$ cat src/rtl/epf_pkg.sv
package epf_pkg;
  localparam int PIX_W    = 8;
  localparam int TAPS     = 9;
  localparam int CTR      = 4;
  localparam int SUM_GROW = $clog2(TAPS);
  localparam int NUM_W    = 2 * PIX_W + SUM_GROW;
  localparam int DEN_W    = PIX_W + SUM_GROW;

  typedef logic [PIX_W-1:0]              pix_t;
  typedef logic [TAPS-1:0][PIX_W-1:0]    win_t;
  typedef logic [2*PIX_W-1:0]            prod_t;

  localparam pix_t PIX_MAX = '1;

  function automatic pix_t pix_dist(input pix_t a, input pix_t b);
    return (a > b) ? (a - b) : (b - a);
  endfunction

  function automatic pix_t closeness(input pix_t d);
    return PIX_MAX - d;
  endfunction

  function automatic pix_t trunc_sq(input pix_t t);
    prod_t p;
    p = prod_t'(t) * prod_t'(t);
    return p[2*PIX_W-1:PIX_W];
  endfunction

  function automatic win_t trunc_sq_all(input win_t v);
    win_t r;
    for (int i = 0; i < TAPS; i++) r[i] = trunc_sq(v[i]);
    return r;
  endfunction
endpackage

$ cat src/rtl/ep_weight_gen.sv
module ep_weight_gen
  import epf_pkg::*;
#(
  parameter int POW_STEPS = 3
) (
  input  logic clk,
  input  win_t win_i,
  output win_t wgt_o,
  output win_t win_o
);
  localparam int DEPTH = 2 + POW_STEPS;

  win_t dist_c;
  win_t dist_q;
  win_t cmp_q;
  win_t pw_q  [POW_STEPS];
  win_t win_q [DEPTH];

  generate
    for (genvar i = 0; i < TAPS; i++) begin : g_tap
      assign dist_c[i] = pix_dist(win_i[i], win_i[CTR]);
    end
  endgenerate

  always_ff @(posedge clk) begin
    dist_q <= dist_c;
    for (int i = 0; i < TAPS; i++) cmp_q[i] <= closeness(dist_q[i]);
    pw_q[0] <= trunc_sq_all(cmp_q);
    for (int s = 1; s < POW_STEPS; s++) pw_q[s] <= trunc_sq_all(pw_q[s-1]);
    win_q[0] <= win_i;
    for (int k = 1; k < DEPTH; k++) win_q[k] <= win_q[k-1];
  end

  assign wgt_o = pw_q[POW_STEPS-1];
  assign win_o = win_q[DEPTH-1];
endmodule

$ cat src/rtl/ep_accum.sv
module ep_accum
  import epf_pkg::*;
(
  input  logic             clk,
  input  win_t             wgt_i,
  input  win_t             win_i,
  output logic [NUM_W-1:0] num_o,
  output logic [DEN_W-1:0] den_o
);
  prod_t prod_c [TAPS];
  prod_t prod_q [TAPS];
  win_t  wgt_q;
  logic [NUM_W-1:0] num_c;
  logic [DEN_W-1:0] den_c;

  generate
    for (genvar i = 0; i < TAPS; i++) begin : g_mul
      assign prod_c[i] = prod_t'(wgt_i[i]) * prod_t'(win_i[i]);
    end
  endgenerate

  always_comb begin
    num_c = '0;
    den_c = '0;
    for (int i = 0; i < TAPS; i++) begin
      num_c = num_c + NUM_W'(prod_q[i]);
      den_c = den_c + DEN_W'(wgt_q[i]);
    end
  end

  always_ff @(posedge clk) begin
    for (int i = 0; i < TAPS; i++) prod_q[i] <= prod_c[i];
    wgt_q <= wgt_i;
    num_o <= num_c;
    den_o <= den_c;
  end
endmodule

$ cat src/rtl/ep_divider.sv
module ep_divider
  import epf_pkg::*;
#(
  parameter int STEP = 2
) (
  input  logic             clk,
  input  logic [NUM_W-1:0] num_i,
  input  logic [DEN_W-1:0] den_i,
  output pix_t             quo_o,
  output logic [NUM_W-1:0] rem_o,
  output logic [DEN_W-1:0] den_o
);
  localparam int NSTG = PIX_W / STEP;

  logic [NUM_W-1:0] rem_q [NSTG];
  logic [DEN_W-1:0] den_q [NSTG];
  pix_t             quo_q [NSTG];
  logic [NUM_W-1:0] rem_n [NSTG];
  logic [DEN_W-1:0] den_n [NSTG];
  pix_t             quo_n [NSTG];

  always_comb begin
    logic [NUM_W-1:0] r;
    logic [NUM_W-1:0] trial;
    logic [DEN_W-1:0] d;
    pix_t             q;
    int               pos;
    for (int s = 0; s < NSTG; s++) begin
      r = (s == 0) ? num_i : rem_q[(s == 0) ? 0 : s-1];
      d = (s == 0) ? den_i : den_q[(s == 0) ? 0 : s-1];
      q = (s == 0) ? '0    : quo_q[(s == 0) ? 0 : s-1];
      for (int b = 0; b < STEP; b++) begin
        pos   = PIX_W - 1 - (s * STEP + b);
        trial = NUM_W'(d) << pos;
        if (r >= trial) begin
          r      = r - trial;
          q[pos] = 1'b1;
        end
      end
      rem_n[s] = r;
      den_n[s] = d;
      quo_n[s] = q;
    end
  end

  always_ff @(posedge clk) begin
    for (int s = 0; s < NSTG; s++) begin
      rem_q[s] <= rem_n[s];
      den_q[s] <= den_n[s];
      quo_q[s] <= quo_n[s];
    end
  end

  assign quo_o = quo_q[NSTG-1];
  assign rem_o = rem_q[NSTG-1];
  assign den_o = den_q[NSTG-1];
endmodule

$ cat src/rtl/ep_filter.sv
module ep_filter
  import epf_pkg::*;
#(
  parameter int POW_STEPS = 3,
  parameter int DIV_STEP  = 2
) (
  input  logic                  clk,
  input  logic                  rst_n,
  input  logic                  in_valid,
  input  logic [TAPS*PIX_W-1:0] win_in,
  input  logic                  ez_in,
  output logic                  valid_out,
  output logic [PIX_W-1:0]      pix_out
);
  localparam int WG_DEPTH   = 2 + POW_STEPS;
  localparam int ACC_DEPTH  = 2;
  localparam int DIV_DEPTH  = PIX_W / DIV_STEP;
  localparam int CORE_DEPTH = WG_DEPTH + ACC_DEPTH + DIV_DEPTH;
  localparam int LATENCY    = CORE_DEPTH + 1;

  win_t             win_w;
  win_t             wgt_w;
  win_t             win_d;
  logic [NUM_W-1:0] acc_num;
  logic [DEN_W-1:0] acc_den;
  pix_t             div_quo;
  logic [NUM_W-1:0] div_rem;
  logic [DEN_W-1:0] div_den;

  logic vld_q [CORE_DEPTH];
  logic ez_q  [CORE_DEPTH];
  pix_t x5_q  [CORE_DEPTH];

  logic acc_vld;
  logic div_vld;
  logic div_over;
  pix_t filt_pix;

  assign win_w = win_t'(win_in);

  ep_weight_gen #(.POW_STEPS(POW_STEPS)) u_wgen (
    .clk   (clk),
    .win_i (win_w),
    .wgt_o (wgt_w),
    .win_o (win_d)
  );

  ep_accum u_acc (
    .clk   (clk),
    .wgt_i (wgt_w),
    .win_i (win_d),
    .num_o (acc_num),
    .den_o (acc_den)
  );

  ep_divider #(.STEP(DIV_STEP)) u_div (
    .clk   (clk),
    .num_i (acc_num),
    .den_i (acc_den),
    .quo_o (div_quo),
    .rem_o (div_rem),
    .den_o (div_den)
  );

  always_ff @(posedge clk or negedge rst_n) begin
    if (!rst_n) begin
      for (int k = 0; k < CORE_DEPTH; k++) vld_q[k] <= 1'b0;
    end else begin
      vld_q[0] <= in_valid;
      for (int k = 1; k < CORE_DEPTH; k++) vld_q[k] <= vld_q[k-1];
    end
  end

  always_ff @(posedge clk) begin
    ez_q[0] <= ez_in;
    x5_q[0] <= win_w[CTR];
    for (int k = 1; k < CORE_DEPTH; k++) begin
      ez_q[k] <= ez_q[k-1];
      x5_q[k] <= x5_q[k-1];
    end
  end

  assign acc_vld  = vld_q[WG_DEPTH + ACC_DEPTH - 1];
  assign div_vld  = vld_q[CORE_DEPTH-1];
  assign div_over = (div_rem >= NUM_W'(div_den));
  assign filt_pix = div_over ? PIX_MAX : div_quo;

  always_ff @(posedge clk or negedge rst_n) begin
    if (!rst_n) begin
      valid_out <= 1'b0;
      pix_out   <= '0;
    end else begin
      valid_out <= div_vld;
      if (div_vld) pix_out <= ez_q[CORE_DEPTH-1] ? filt_pix : x5_q[CORE_DEPTH-1];
    end
  end
endmodule

$ cat config.mk
export PLATFORM = sky130hd
export DESIGN_NAME = ep_filter
export DESIGN_NICKNAME = d
export VERILOG_FILES = /design/src/rtl/epf_pkg.sv /design/src/rtl/ep_weight_gen.sv /design/src/rtl/ep_accum.sv /design/src/rtl/ep_divider.sv /design/src/rtl/ep_filter.sv
export SDC_FILE = /design/constraint.sdc
export NUM_CORES = 2
export LEC_CHECK = 0
export BUFFER_PORTS_ARGS = -buffer_cell sky130_fd_sc_hd__clkbuf_2
export CORE_MARGIN = 3
export CORE_UTILIZATION = 45
export CTS_BUF_LIST = sky130_fd_sc_hd__clkbuf_16
export CTS_CLUSTER_DIAMETER = 150
export DETAILED_ROUTE_END_ITERATION = 16
export PLACE_DENSITY_LB_ADDON = 0.25
export SYNTH_ARGS = -nofsm -noshare
export SYNTH_HDL_FRONTEND = slang
export SYNTH_SLANG_ARGS = --single-unit
$ cat constraint.sdc
create_clock -name clk -period 6.2 [get_ports clk]
set_input_delay 1.24 -clock clk [delete_from_list [all_inputs] [get_ports clk]]
set_output_delay 1.24 -clock clk [all_outputs]
set_load 0.03 [all_outputs]
==> results.py <==
metrics = {
    "min_path": {
        "hold_class": "flip-flop to flip-flop",
    },
    "drt": {
        "vias": 65100,
        "drc_errors": 0,
        "via_per_inst": 4.94,
        "drtIter0Drc": 3094,
        "drtAntennaViolNets": 0,
        "drt_first_pass_iters": 7,
        "wirelength_um": 208000,
        "routedWlPerCell_um": 15.8,
    },
    "clock_tree": {
        "root_buffer": "clkbuf_16",
        "cts_hold_buf": 0,
        "clk_pin_slew_worst_paths_ns": 0.06,
        "cts_made_buffers": 138,
        "htree_levels": 4,
        "cts_sinks": 1179,
        "cts_tree": "done",
        "insertion_delay_ns": 0.80,
        "clockBufferDepth": 3,
    },
    "critical_path": {
        "startpoint_type": "flip-flop",
        "crit_type": "flip-flop to flip-flop",
        "crit_required_ns": 6.86,
        "r2r_slack_ns": 0.30,
        "crit_top_cell": "fa_1",
        "slowest_delay_ns": 0.49,
        "cp-end-kind": "flip-flop",
        "crit_fanout": 3,
        "slowest_stage": "fa_1",
        "crit_chain": "ha_1, inv_1, fa_1, nor2b_1, o21ai_0, a21boi_1, o211ai_1, a21oi_2, nor3_1, or3_1, xnor2_2, fa_1, inv_1, fa_1, fa_1, inv_1, fa_1, ha_1, or2_2, buf_4, o311a_1, o31ai_1, nand2_1, xor2_1",
        "worst_ep_arrival_time_ns": 6.57,
    },
    "job": {
        "drv_cap": 0,
    },
    "final_layout": {
        "seqCellArea_um2": 23700,
        "multi_input_area_um2": 65800,
        "final_common_cell": "inv_1",
        "n_fill_cell": 19500,
        "final_cells": 13200,
        "drive_gt1_share_pct": 4.65,
        "final_area_um2": 106000,
        "synthToLayoutAreaGrowth_pct": 9.01,
        "final_cell_mix": "inv_1, ha_1, dfxtp_1",
        "post-route-util_pct": 49.6,
        "layout.nets": 12800,
    },
    "place": {
        "place_inst": 12900,
        "hpwlAfterDp_um": 172000,
        "port_buffers": 84,
        "postPlaceCellArea_um2": 101000,
        "place.gp.congestion": 0.894,
    },
    "timing": {
        "fin_crit_ns": 5.90,
        "hold_viol": 0,
        "rsz0062_at_grt": "no",
        "max_slew.worst_pin.slew_ns": 1.20,
        "period_share_pct": 95.2,
        "maxSlewHeadroom_pct": 19.2,
        "finClkSkew_ns": 0.0347,
        "setup_viol": 0,
        "fmax_ghz": 0.169,
        "final.setup.tns_ns": 0,
        "slew_viol_final": 0,
    },
    "global_route": {
        "grt_pass1_vias": 69000,
        "grt_pass1_wl_um": 346000,
        "grt_max_degree": 30,
        "grt_use_total_pct": 19.1,
        "grt-ovfl-total": 0,
        "antenna_found_initial": 15,
    },
    "yosys": {
        "synth_top_area_share_pct": 23.9,
        "yosysTopAreaCell": "dfxtp_1",
        "seq_area_frac_synth_pct": 24.4,
        "synthTopCellsByArea": "dfxtp_1, fa_1, ha_1",
        "async_reset_ff_share_pct": 1.70,
        "syn_area_um2": 97100,
        "syn-mean-instance-area_um2": 9.68,
        "synthFlopType": "dfxtp_1",
        "synth-seq-cells": 1179,
        "synthCells": 10000,
        "synth-edff-count": 0,
        "yosysWarnings": 0,
        "yosysUniqueCellTypes": 80,
    },
    "status": {
        "status": "complete, no violations",
    },
    "die": {
        "pin_count": 85,
        "fp.coreArea_um2": 213000,
        "initial_core_util_pct": 45.5,
        "die_w_um": 470,
        "rows": 169,
        "dieArea_um2": 221000,
        "die_h_um": 470,
    },
}
## layer usage
metal | vias to the layer above | part of all wire [%] | global-route usage (%)
li1 | 32100 | - | -
met1 | 31900 | 46 | 24.9
met2 | 841 | 48 | 33.0
met3 | 297 | 3.8 | 2.82
met4 | 4 | 2.5 | 5.17
met5 | - | 0.015 | 0
## path summary, 6_finish.rpt
kind	from	to	depth (start not counted)
worst min register to register	u_wgen.win_q[0][274]	u_wgen.win_q[0][346]	0
worst max register to register	u_acc.prod_q[0][0]	u_acc.num_o[18]	24
worst max-delay path	u_acc.prod_q[0][0]	u_acc.num_o[18]	24
max in group asynchronous	rst_n	vld_q[8]	1
min in group asynchronous	rst_n	vld_q[7]	1
worst min-delay path	u_wgen.win_q[0][274]	u_wgen.win_q[0][346]	0
## synthesized netlist by cell type (all sizes together), types with 8 or more instances
library cell and number:
nand2b 80, and2 684, o21ai 173, or3 40
a41oi 18, nor4 11, a21boi 48, nand3 80
a2111oi 26, fa 1124, o211ai 11, a211oi 38
nand2 772, buf 11, o211a 21, a31oi 12
or2 20, dfxtp 1159, and3 45, clkbuf 95
dfrtp 20, o21bai 31, ha 1381, a21o 126
nor2 489, o31a 8, o41ai 8, nor2b 88
xnor2 404, o31ai 13, nor3b 15, o221ai 10
mux2 82, a31o 11, a21oi 298, a41o 40
xor2 148, mux2i 31, nand4 39, nor3 161
o311ai 9, o2111ai 22, inv 1980, o21a 89
## flip-flops by register name, indices dropped and copies added, names as in the netlist
register,count
x5_q,83
acc_vld,1
pix_out,8
u_div.quo_q,20
u_wgen.win_q,325
valid_out,1
u_acc.wgt_q,72
u_acc.prod_q,144
u_acc.den_o,12
vld_q,9
u_div.rem_q,80
div_vld,1
u_acc.num_o,20
u_wgen.dist_q,64
u_wgen.cmp_q,64
ez_q,11
u_div.den_q,48
u_wgen.pw_q,216
## metrics by stage
step           setup slack (ns)  hold WS, ns
6_report                  0.298        0.303
5_1_grt                 0.00930        0.306
4_1_cts                  0.0300        0.295
3_5_place_dp             0.0533        0.312
3_3_place_gp             0.0932        0.310
2_1_floorplan             0.437        0.310
## cell families (layout without fill, tap and decap cells)
group	Yosys count	in the layout	synth area share (%)
simple gates	2541	2541	12.9
fa+ha+maj	2505	2505	41.0
buf+inv	2086	2353	8.09
flops	1179	1179	24.4
compound gates	1052	1052	7.35
xor+xnor	552	552	4.98
mux	113	113	1.27
other cells	2	59	0.00774
## cell type report
| cell class | instances | area share [%] |
|---|---|---|
| multi-input cells | 6815 | 62.1 |
| flip-flops and latches | 1179 | 22.4 |
| inverters | 1980 | 7.02 |
| well taps | 2821 | 3.34 |
| clock buffers | 140 | 3.31 |
| clock inverters | 116 | 1.13 |
| repair buffers | 117 | 0.643 |
| diodes | 7 | 0.0166 |
## critical path: cells and delay by family, from the launching register on
family / cells / cell delay, ns
AND/OR/NAND/NOR: 5 / 1.01
flip-flops: 1 / 0.32
buffers and inverters: 4 / 0.30
AO/OA/AOI/OAI: 6 / 1.22
XOR/XNOR: 2 / 0.31
adder cells (fa/ha/maj): 7 / 2.61
## timing repair
item,4_1_cts,5_1_grt
hold endpoints to repair,0,0
resized for setup,0,12
setup endpoints to repair,0,7
setup buffers,0,1
Power is left out: the tool's default activity adds up to more than one toggle a clock period on the data nets, which glitch-free logic cannot reach.
